File: src/rtl/ulk_pkg.sv
// Shared types for the unlock timing controller.
// Assumes: the task-file and control spaces are told apart by one select bit.
package ulk_pkg;

    localparam logic [2:0] OFS_DATA = 3'd0;
    localparam logic [2:0] OFS_SECT = 3'd2;
    localparam logic [2:0] OFS_TIME = 3'd3;
    localparam logic [2:0] OFS_KEY  = 3'd5;

    // Kind of access seen this cycle, as the detectors need it
    typedef enum logic [2:0] {
        AK_IDLE,
        AK_RD_KEY,
        AK_WR_SC_SET7,
        AK_WR_SC,
        AK_RD_SC,
        AK_RD_ALT,
        AK_DATA,
        AK_OTHER
    } acc_kind_e;

    localparam int SEQ_LEN = 7;

    // Expected access kind for each step of the unlock sequence
    function automatic acc_kind_e step_kind(input logic [2:0] s);
        case (s)
            3'd0:    return AK_RD_KEY;
            3'd1:    return AK_WR_SC_SET7;
            3'd2:    return AK_RD_SC;
            3'd3:    return AK_RD_ALT;
            3'd4:    return AK_RD_ALT;
            3'd5:    return AK_RD_SC;
            default: return AK_RD_SC;
        endcase
    endfunction

endpackage

File: src/rtl/unlock_seq_det.sv
// Ordered-sequence detector for the unlock pattern.
// Each step must match exactly. A mismatch returns to step 0 and is not
// counted as a new step 0. The detector holds while the block is unlocked.
module unlock_seq_det
    import ulk_pkg::*;
(
    input  logic      clk,
    input  logic      rst_n,
    input  acc_kind_e kind,
    input  logic      hold,
    output logic      done
);
    localparam logic [2:0] LAST = 3'(SEQ_LEN - 1);

    logic [2:0] step;
    logic       live;
    logic       hit;

    // Decode whether this cycle's access matches the awaited step
    always_comb begin
        live = (kind != AK_IDLE) && !hold;
        hit  = live && (kind == step_kind(step));
        done = hit && (step == LAST);
    end

    // Advance on a match, fall back to step 0 on anything else
    always_ff @(posedge clk) begin
        if (!rst_n)
            step <= '0;
        else if (live)
            step <= (hit && step != LAST) ? step + 3'd1 : 3'd0;
    end

endmodule

File: src/rtl/timing_bank.sv
// Per-drive timing fields, each with a staging copy and a live copy.
// Assumes: reload, stage_we and commit never come in the same cycle.
module timing_bank #(
    parameter int NUM_DRIVES = 2,
    parameter int FIELD_W    = 3,
    localparam int TW        = NUM_DRIVES * FIELD_W
) (
    input  logic          clk,
    input  logic          rst_n,
    input  logic          reload,
    input  logic          stage_we,
    input  logic [TW-1:0] stage_val,
    input  logic          commit,
    output logic [TW-1:0] staged,
    output logic [TW-1:0] live
);
    for (genvar d = 0; d < NUM_DRIVES; d++) begin : g_drive
        logic [FIELD_W-1:0] stg_q;
        logic [FIELD_W-1:0] live_q;

        // Staging copy: reloaded on unlock, written by software
        always_ff @(posedge clk) begin
            if (!rst_n)
                stg_q <= '0;
            else if (reload)
                stg_q <= live_q;
            else if (stage_we)
                stg_q <= stage_val[d*FIELD_W +: FIELD_W];
        end

        // Live copy: takes the staging copy on commit
        always_ff @(posedge clk) begin
            if (!rst_n)
                live_q <= '0;
            else if (commit)
                live_q <= stg_q;
        end

        assign staged[d*FIELD_W +: FIELD_W] = stg_q;
        assign live[d*FIELD_W +: FIELD_W]   = live_q;
    end

endmodule

File: src/rtl/wide_arm_det.sv
// Counts back-to-back sector-count reads and arms 32-bit data transfers.
// Data-port accesses keep the armed state. Other accesses clear it.
module wide_arm_det
    import ulk_pkg::*;
#(
    parameter int ARM_READS = 3,
    localparam int CW       = $clog2(ARM_READS + 1)
) (
    input  logic      clk,
    input  logic      rst_n,
    input  acc_kind_e kind,
    output logic      armed
);
    localparam logic [CW-1:0] FULL = CW'(ARM_READS);

    logic [CW-1:0] cnt;

    assign armed = (cnt == FULL);

    // Saturating run-length counter of consecutive sector-count reads
    always_ff @(posedge clk) begin
        if (!rst_n)
            cnt <= '0;
        else begin
            case (kind)
                AK_IDLE:  cnt <= cnt;
                AK_RD_SC: cnt <= armed ? cnt : cnt + 1'b1;
                AK_DATA:  cnt <= armed ? cnt : '0;
                default:  cnt <= '0;
            endcase
        end
    end

endmodule

File: src/rtl/reg_unlock_timing.sv
// Top: decodes bus accesses, keeps the lock state and the sector-count
// shadow, and returns read data for the registers it owns.
// Assumes: at most one access per cycle; the packed timing width fits a byte.
module reg_unlock_timing
    import ulk_pkg::*;
#(
    parameter int NUM_DRIVES = 2,
    parameter int FIELD_W    = 3,
    parameter int ARM_READS  = 3,
    localparam int TW        = NUM_DRIVES * FIELD_W
) (
    input  logic          clk,
    input  logic          rst_n,
    input  logic          bus_valid,
    input  logic          bus_write,
    input  logic          bus_alt,
    input  logic [2:0]    bus_addr,
    input  logic [7:0]    bus_wdata,
    output logic [7:0]    bus_rdata,
    output logic          bus_rdata_own,
    output logic          unlocked,
    output logic [TW-1:0] timing_out,
    output logic          wide_armed
);
    acc_kind_e     kind;
    logic          seq_done;
    logic          tf_rd;
    logic          tf_wr;
    logic          stage_we;
    logic          commit;
    logic [7:0]    sc_q;
    logic [TW-1:0] staged;

    // Classify this cycle's access
    always_comb begin
        tf_rd = bus_valid && !bus_write && !bus_alt;
        tf_wr = bus_valid &&  bus_write && !bus_alt;
        if (!bus_valid)
            kind = AK_IDLE;
        else if (bus_alt)
            kind = bus_write ? AK_OTHER : AK_RD_ALT;
        else begin
            case (bus_addr)
                OFS_DATA: kind = AK_DATA;
                OFS_SECT: kind = !bus_write ? AK_RD_SC
                               : (bus_wdata[7] ? AK_WR_SC_SET7 : AK_WR_SC);
                OFS_KEY:  kind = bus_write ? AK_OTHER : AK_RD_KEY;
                default:  kind = AK_OTHER;
            endcase
        end
    end

    // Timing write strobes are honoured only while unlocked
    always_comb begin
        stage_we = unlocked && tf_wr && (bus_addr == OFS_TIME);
        commit   = unlocked && tf_wr && (bus_addr == OFS_SECT) && bus_wdata[0];
    end

    unlock_seq_det u_seq (
        .clk   (clk),
        .rst_n (rst_n),
        .kind  (kind),
        .hold  (unlocked),
        .done  (seq_done)
    );

    timing_bank #(
        .NUM_DRIVES (NUM_DRIVES),
        .FIELD_W    (FIELD_W)
    ) u_bank (
        .clk       (clk),
        .rst_n     (rst_n),
        .reload    (seq_done),
        .stage_we  (stage_we),
        .stage_val (bus_wdata[TW-1:0]),
        .commit    (commit),
        .staged    (staged),
        .live      (timing_out)
    );

    wide_arm_det #(
        .ARM_READS (ARM_READS)
    ) u_wide (
        .clk   (clk),
        .rst_n (rst_n),
        .kind  (kind),
        .armed (wide_armed)
    );

    // Lock state: opened by the full sequence, closed by a key-offset read
    always_ff @(posedge clk) begin
        if (!rst_n)
            unlocked <= 1'b0;
        else if (seq_done)
            unlocked <= 1'b1;
        else if (unlocked && kind == AK_RD_KEY)
            unlocked <= 1'b0;
    end

    // Sector-count shadow register
    always_ff @(posedge clk) begin
        if (!rst_n)
            sc_q <= '0;
        else if (tf_wr && bus_addr == OFS_SECT)
            sc_q <= bus_wdata;
    end

    // Read data for owned registers; bit 7 of sector count shows lock state
    always_comb begin
        bus_rdata     = '0;
        bus_rdata_own = 1'b0;
        if (tf_rd && bus_addr == OFS_SECT) begin
            bus_rdata     = {sc_q[7] && !unlocked, sc_q[6:0]};
            bus_rdata_own = 1'b1;
        end else if (tf_rd && unlocked && bus_addr == OFS_TIME) begin
            bus_rdata[TW-1:0] = staged;
            bus_rdata_own     = 1'b1;
        end
    end

endmodule

File: config.mk
export PLATFORM = sky130hd
export DESIGN_NAME = reg_unlock_timing
export DESIGN_NICKNAME = d
export VERILOG_FILES = /design/src/rtl/ulk_pkg.sv /design/src/rtl/unlock_seq_det.sv /design/src/rtl/timing_bank.sv /design/src/rtl/wide_arm_det.sv /design/src/rtl/reg_unlock_timing.sv
export SDC_FILE = /design/constraint.sdc
export NUM_CORES = 1
export LEC_CHECK = 0
export CORE_ASPECT_RATIO = 0.5
export CORE_MARGIN = 5
export CORE_UTILIZATION = 40
export DETAILED_ROUTE_END_ITERATION = 6
export HOLD_SLACK_MARGIN = 0.06
export PLACE_DENSITY = 0.75
export SYNTH_ARGS = -nofsm -noshare
export SYNTH_HDL_FRONTEND = slang
export SYNTH_HIERARCHICAL = 1
export SYNTH_SLANG_ARGS = --single-unit
File: constraint.sdc
create_clock -name clk -period 5.91 [get_ports clk]
set_clock_uncertainty 0.05 [all_clocks]
set_input_delay 0.591 -clock clk [delete_from_list [all_inputs] [get_ports clk]]
set_output_delay 0.591 -clock clk [all_outputs]
set_load 0.1 [all_outputs]
==> reports/summary.txt, run 1 <==
1st-iter DRT viols: 23
sequence of cells on the critical path: clkdlybuf4s50_1, nor4_4, a22o_1, clkdlybuf4s50_1
DP HPWL: 2460 um
Via density: 5.18
Slowest-stage cell, CP: clkdlybuf4s50_1
Worst-path clk slew: 0.09 ns
first-pass GRT wire length: 5480 um
routed len/inst: 13.4 um
VDD IR max: 102 uV
CTS tree: yes
All-Layer GR Usage: 0.125
Synth async-reset ratio: 0
CP Launch Point: bus_alt
Most used DFF post-synth: dfxtp_1
Tightest Pin Transition: 1.15 ns
Core Area: 3880 um2
number of global-route vias before repair: 1221
post-synthesis instance area: 1600 um2
Startpoint Class: input pin
RR Startpoint: u_seq/step[0]
worst rel slew slack: 0.227
final hold vios: 0
Routed Wire Length: 3290 um
final routed DRC violation total: 0
Comb power frac: 0.115
Initial Utilization: 0.411
sequential fraction of the synthesis area: 0.326
via count: 1269
pwr dens: 183 nW/um2
initial antenna violation count: 0
H-Tree Depth: 1
Post-synth EDFFs: 0
Sw Pwr: 0.0000791 W
synth warn: 6
count leader, synth: dfxtp_1
Leak: 0.756 nW
Resize count post-CTS: 0
post-synth cell types: 45
Setup TNS Final: 0 ns
largest net degree at the start of global routing: 34
clock root buffer master: clkbuf_8
final period demand of the worst path: 3.84 ns
FF+latch count, synth: 26
layout net count: 213
CP Max Fanout: 9
max-cap violations: 0
Sequential Power Share: 0.485
PortBufs: 32
Final setup viols: 0
I/O Pins: 33
run status: finished clean
syn_nets: 185
average size of a mapped cell: 9.74 um2
type of the worst setup path: in2out
share of cells above drive strength 1: 0.120
site row count: 16
Post-Synthesis Cells: 164
top cells by area, synth: dfxtp_1, mux2i_1, nand2_1
worst skew pair latency: 0.26 ns
cell mode on critical path: clkdlybuf4s50_1
CTS sink count: 26
total gr overflow: 0
Area growth syn-to-layout: 25.5%
Post-CTS Hold Buffers: 0
hold_sp: sc_q[3]
Inserted Diodes: 0
Pint: 0.000287 W
RSZ-0062 raised after global routing: false
DIE HEIGHT: 54.7 um
TritonRoute pass-1 iters: 4
Clock power frac: 0.401
crit-path max cell delay: 1.13 ns
crit path DAT: 3.20 ns
die area: 5440 um2
Critical Path RT: 5.27 ns
maximum clock frequency: 0.261 GHz
Yosys top cell area share: 0.326
crit path capture type: output pin
Max Slew Vio Count: 0
Sw Share: 0.216
Synth area leader: dfxtp_1
Num CTS Buffers: 3
hold crit path type: reg2reg
Post-DRT Antenna Nets: 0
period utilisation layout: 0.649
postcts setup bufs: 0
Post-synth top cells: dfxtp_1, nand2_1, mux2i_1, nor2b_1
Pwr Total: 0.000366 W
CP delay by family, top: buffers and inverters
die span in x: 99.4 um
clk buf depth: 2
crit path buf inv count: 2
routability cong.: 0.886
==> through the flow <==
step                instance area, um2  hold slack [ns]  utilization  instances  worst slack [ns]
floorplan                         1600            0.380            -        164              2.78
global placement                  1930            0.390        0.498        241              2.02
detailed placement                1930            0.401        0.498        241              1.90
CTS                               2000            0.415        0.516        245              2.02
global route                      2000            0.442        0.516        245              1.89
finish                            2000            0.413        0.516        245              2.07
==> kinds of logic (layout without fill, tap and decap cells) <==
logic type | after synthesis | in the layout | share of synthesized area
muxes | 20 | 20 | 0.144
adders and majority gates | 5 | 5 | 0.0392
AOI/OAI and AO/OA | 28 | 28 | 0.153
and+or+nand+nor | 70 | 70 | 0.283
buffers and inverters | 14 | 41 | 0.0485
xor gates and xnor gates | 1 | 1 | 0.00548
DFF | 26 | 26 | 0.326
==> per-layer routing <==
metal / part of all wire / vias up / GRT usage
met2: 0.49 / 17 / 0.234
li1: - / 638 / -
met4: 0.0052 / 0 / 0.0136
met3: 0.035 / 2 / 0.0293
met1: 0.46 / 612 / 0.154
met5: 0 / - / 0
==> cell usage in the layout, fill, tap and decap left out, types with 4 or more instances in the layout <==
cell              n
a22o_1            6
o21ai_0           4
o211a_1           6
mux2_4            6
nand2_1          25
clkdlybuf4s50_1  32
mux2i_1          14
dfxtp_1          26
nor2_1            5
ha_1              5
inv_1             4
nand2b_1          6
nor2b_1           8
==> worst paths after layout <==
| check | depth (start not counted) | to | slack (ns) |
|---|---|---|---|
| setup / recovery | 4 | bus_rdata[0] | 2.07 |
| hold / removal | 2 | sc_q[3] | 0.41 |
| setup reg to reg | 8 | unlocked | 2.92 |
| hold reg to reg | 2 | sc_q[3] | 0.41 |
==> worst register-to-register path, stage by stage, from the launching register on <==
cell and delay [ns]:
dfxtp_1 0.45, inv_1 0.11, ha_1 0.23, or4_4 0.55, a2111oi_4 0.38, nand2_1 0.09
nor2_1 0.68, o21ai_0 0.17, a41oi_1 0.20
==> state kept, by name, indices dropped and copies added (netlist names) <==
register	count
sc_q	8
u_bank/g_drive.live_q	6
u_bank/g_drive.stg_q	6
u_seq/step	3
u_wide/cnt	2
unlocked	1
==> power by group through the flow <==
stage	clock network, W	logic, W	registers [W]
3_5_place_dp	0	0.0000419	0.000182
2_1_floorplan	0	0.0000245	0.000181
4_1_cts	0.000152	0.0000421	0.000178
5_1_grt	0.000159	0.0000458	0.000178
6_report	0.000147	0.0000420	0.000178
3_3_place_gp	0	0.0000413	0.000182
==> layout make-up <==
class	count	area [um2]
repair buffers	32	320
clock inverters	1	30.0
fillers	367	1880
flip-flops and latches	26	520
well taps	54	67.6
inverters	5	18.8
multi-input cells	124	1010
clock buffers	3	41.3
(Power assumes the default switching activity.)
==> run 2: changes to the inputs <==
PLACE_DENSITY = 0.77   (was 0.75)
clock period = 3.2 ns   (was 5.91 ns; I/O delays follow)
==> reports/summary.txt, run 2 (synthesis gave the netlist of run 1 again) <==
Top Registers: sc_q: 8 flops, u_bank/g_drive.live_q: 6 flops, u_bank/g_drive.stg_q: 6 flops (unchanged)
via count: 1309 (was 1269)
layout net count: 223 (was 213)
VDD IR max: 153 uV (was 102 uV)
number of global-route vias before repair: 1330 (was 1221)
Pint: 0.000537 W (was 0.000287 W)
Pwr Total: 0.000691 W (was 0.000366 W)
Routed Wire Length: 3660 um (was 3290 um)
crit path buf inv count: 2 (unchanged)
I/O Pins: 33 (unchanged)
Final setup viols: 0 (unchanged)
cell mode on critical path: nor2_1 (was clkdlybuf4s50_1)
crit-path max cell delay: 0.55 ns (was 1.13 ns)
pwr dens: 319 nW/um2 (was 183 nW/um2)
Inserted Diodes: 0 (unchanged)
PortBufs: 32 (unchanged)
Slowest-stage cell, CP: clkdlybuf4s50_1 (unchanged)
Sw Pwr: 0.000153 W (was 0.0000791 W)
clk buf depth: 2 (unchanged)
site row count: 16 (unchanged)
All-Layer GR Usage: 0.143 (was 0.125)
routed len/inst: 14.3 um (was 13.4 um)
type of the worst setup path: in2reg (was in2out)
CP Launch Point: bus_addr[1] (was bus_alt)
RSZ-0062 raised after global routing: false (unchanged)
max-cap violations: 0 (unchanged)
Leak: 0.853 nW (was 0.756 nW)
final period demand of the worst path: 2.85 ns
initial antenna violation count: 0 (unchanged)
Critical Path RT: 3.33 ns (was 5.27 ns)
commonest cells after routing, fill and taps aside: dfxtp_1, nand2_1, clkdlybuf4s50_1 (was clkdlybuf4s50_1, dfxtp_1, nand2_1)
Area growth syn-to-layout: 35.5% (was 25.5%)
postcts setup bufs: 0 (unchanged)
commonest non-fill, non-tap cell in the layout: dfxtp_1 (was clkdlybuf4s50_1)
1st-iter DRT viols: 28 (was 23)
largest net degree at the start of global routing: 20 (was 34)
Comb power frac: 0.126 (was 0.115)
run status: finished clean (unchanged)
final hold vios: 0 (unchanged)
die span in x: 99.4 um (unchanged)
Resize count post-CTS: 0 (unchanged)
TritonRoute pass-1 iters: 5 (was 4)
clock root buffer master: clkbuf_8 (unchanged)
CP Max Fanout: 13 (was 9)
RR Startpoint: u_seq/step[0] (unchanged)
share of cells above drive strength 1: 0.219 (was 0.120)
total gr overflow: 0 (unchanged)
first-pass GRT wire length: 6150 um (was 5480 um)
hold_sp: sc_q[6] (was sc_q[3])
routability cong.: 0.883 (was 0.886)
Max Slew Vio Count: 0 (unchanged)
Core Area: 3880 um2 (unchanged)
hold crit path type: reg2reg (unchanged)
post-layout util: 0.557 (was 0.516)
Top reg by flops: sc_q (unchanged)
crit path capture type: flip-flop (was output pin)
CTS sink count: 26 (unchanged)
CP delay by family, top: simple AND/OR/NAND/NOR gates (was buffers and inverters)
final routed DRC violation total: 0 (unchanged)
worst skew pair latency: 0.27 ns (was 0.26 ns)
Tightest Pin Transition: 0.973 ns (was 1.15 ns)
maximum clock frequency: 0.351 GHz
max reg flops: 8 (unchanged)
die area: 5440 um2 (unchanged)
DIE HEIGHT: 54.7 um (unchanged)
Initial Utilization: 0.411 (unchanged)
Setup TNS Final: 0 ns (unchanged)
pre-CTS setup slack: 0.0925 ns (was 1.90 ns)
Post-DRT Antenna Nets: 0 (unchanged)
Post-CTS Hold Buffers: 0 (unchanged)
final setup margin: 0.352 ns (was 2.07 ns)
Via density: 5.13 (was 5.18)
sequence of cells on the critical path: clkdlybuf4s50_1, and3b_1, nor3_1, o21a_1, nor2_1, or4_4, a2111oi_4, nand2_1, nor2_1, buf_4, nand2b_1, o211a_1 (was clkdlybuf4s50_1, nor4_4, a22o_1, clkdlybuf4s50_1)
Sequential Power Share: 0.475 (was 0.485)
Num CTS Buffers: 3 (unchanged)
post-route cell area: 2160 um2 (was 2000 um2)
Clock power frac: 0.398 (was 0.401)
worst rel slew slack: 0.349 (was 0.227)
Sw Share: 0.222 (was 0.216)
H-Tree Depth: 1 (unchanged)
period utilisation layout: 0.890
CTS tree: yes (unchanged)
Worst-path clk slew: 0.10 ns (was 0.09 ns)
DP HPWL: 2780 um (was 2460 um)
Area after DPL: 2090 um2 (was 1930 um2)
Startpoint Class: input pin (unchanged)
crit path DAT: 2.98 ns (was 3.20 ns)
[run 2: power groups by stage]
| stage | sequential, W | combinational, W | clock (W) |
|---|---|---|---|
| 6_report | 0.000328 | 0.0000873 | 0.000275 |
| 5_1_grt | 0.000329 | 0.0000944 | 0.000295 |
| 4_1_cts | 0.000328 | 0.0000877 | 0.000282 |
| 3_5_place_dp | 0.000336 | 0.0000870 | 0 |
| 3_3_place_gp | 0.000335 | 0.0000841 | 0 |
| 2_1_floorplan | 0.000335 | 0.0000453 | 0 |
[run 2: final timing paths]
path / end / slack, ns / cells past startpoint
max: u_bank/g_drive[0].stg_q[1] / 0.35 / 12
min: sc_q[6] / 0.41 / 2
max reg2reg: u_bank/g_drive[0].stg_q[1] / 0.62 / 9
min reg2reg: sc_q[6] / 0.41 / 2
[run 2: final cells by class]
cell class	instances	area, um2
fill	355	1720
multi-input combinational	124	1010
tap	54	67.6
clock buffer	3	41.3
sequential	26	520
timing repair buffer	42	480
inverter	5	18.8
clock inverter	1	30.0
[run 2: metal layers]
layer / part of all wire / vias up / global-route usage
met2: 0.53 / 24 / 0.292
met1: 0.42 / 619 / 0.151
li1: - / 660 / -
met5: 0 / - / 0
met4: 0.011 / 0 / 0.0363
met3: 0.039 / 6 / 0.0356
[run 2: tightest hold or removal path: stages, from the launching register on]
cell and delay, ns:
dfxtp_1 0.32, nand2_1 0.05, mux2i_1 0.05
[run 2: stage by stage]
step / hold WS [ns] / std cells
3_3_place_gp: 0.388 / 251
6_report: 0.412 / 255
2_1_floorplan: 0.380 / 164
5_1_grt: 0.435 / 255
3_5_place_dp: 0.399 / 251
4_1_cts: 0.414 / 255
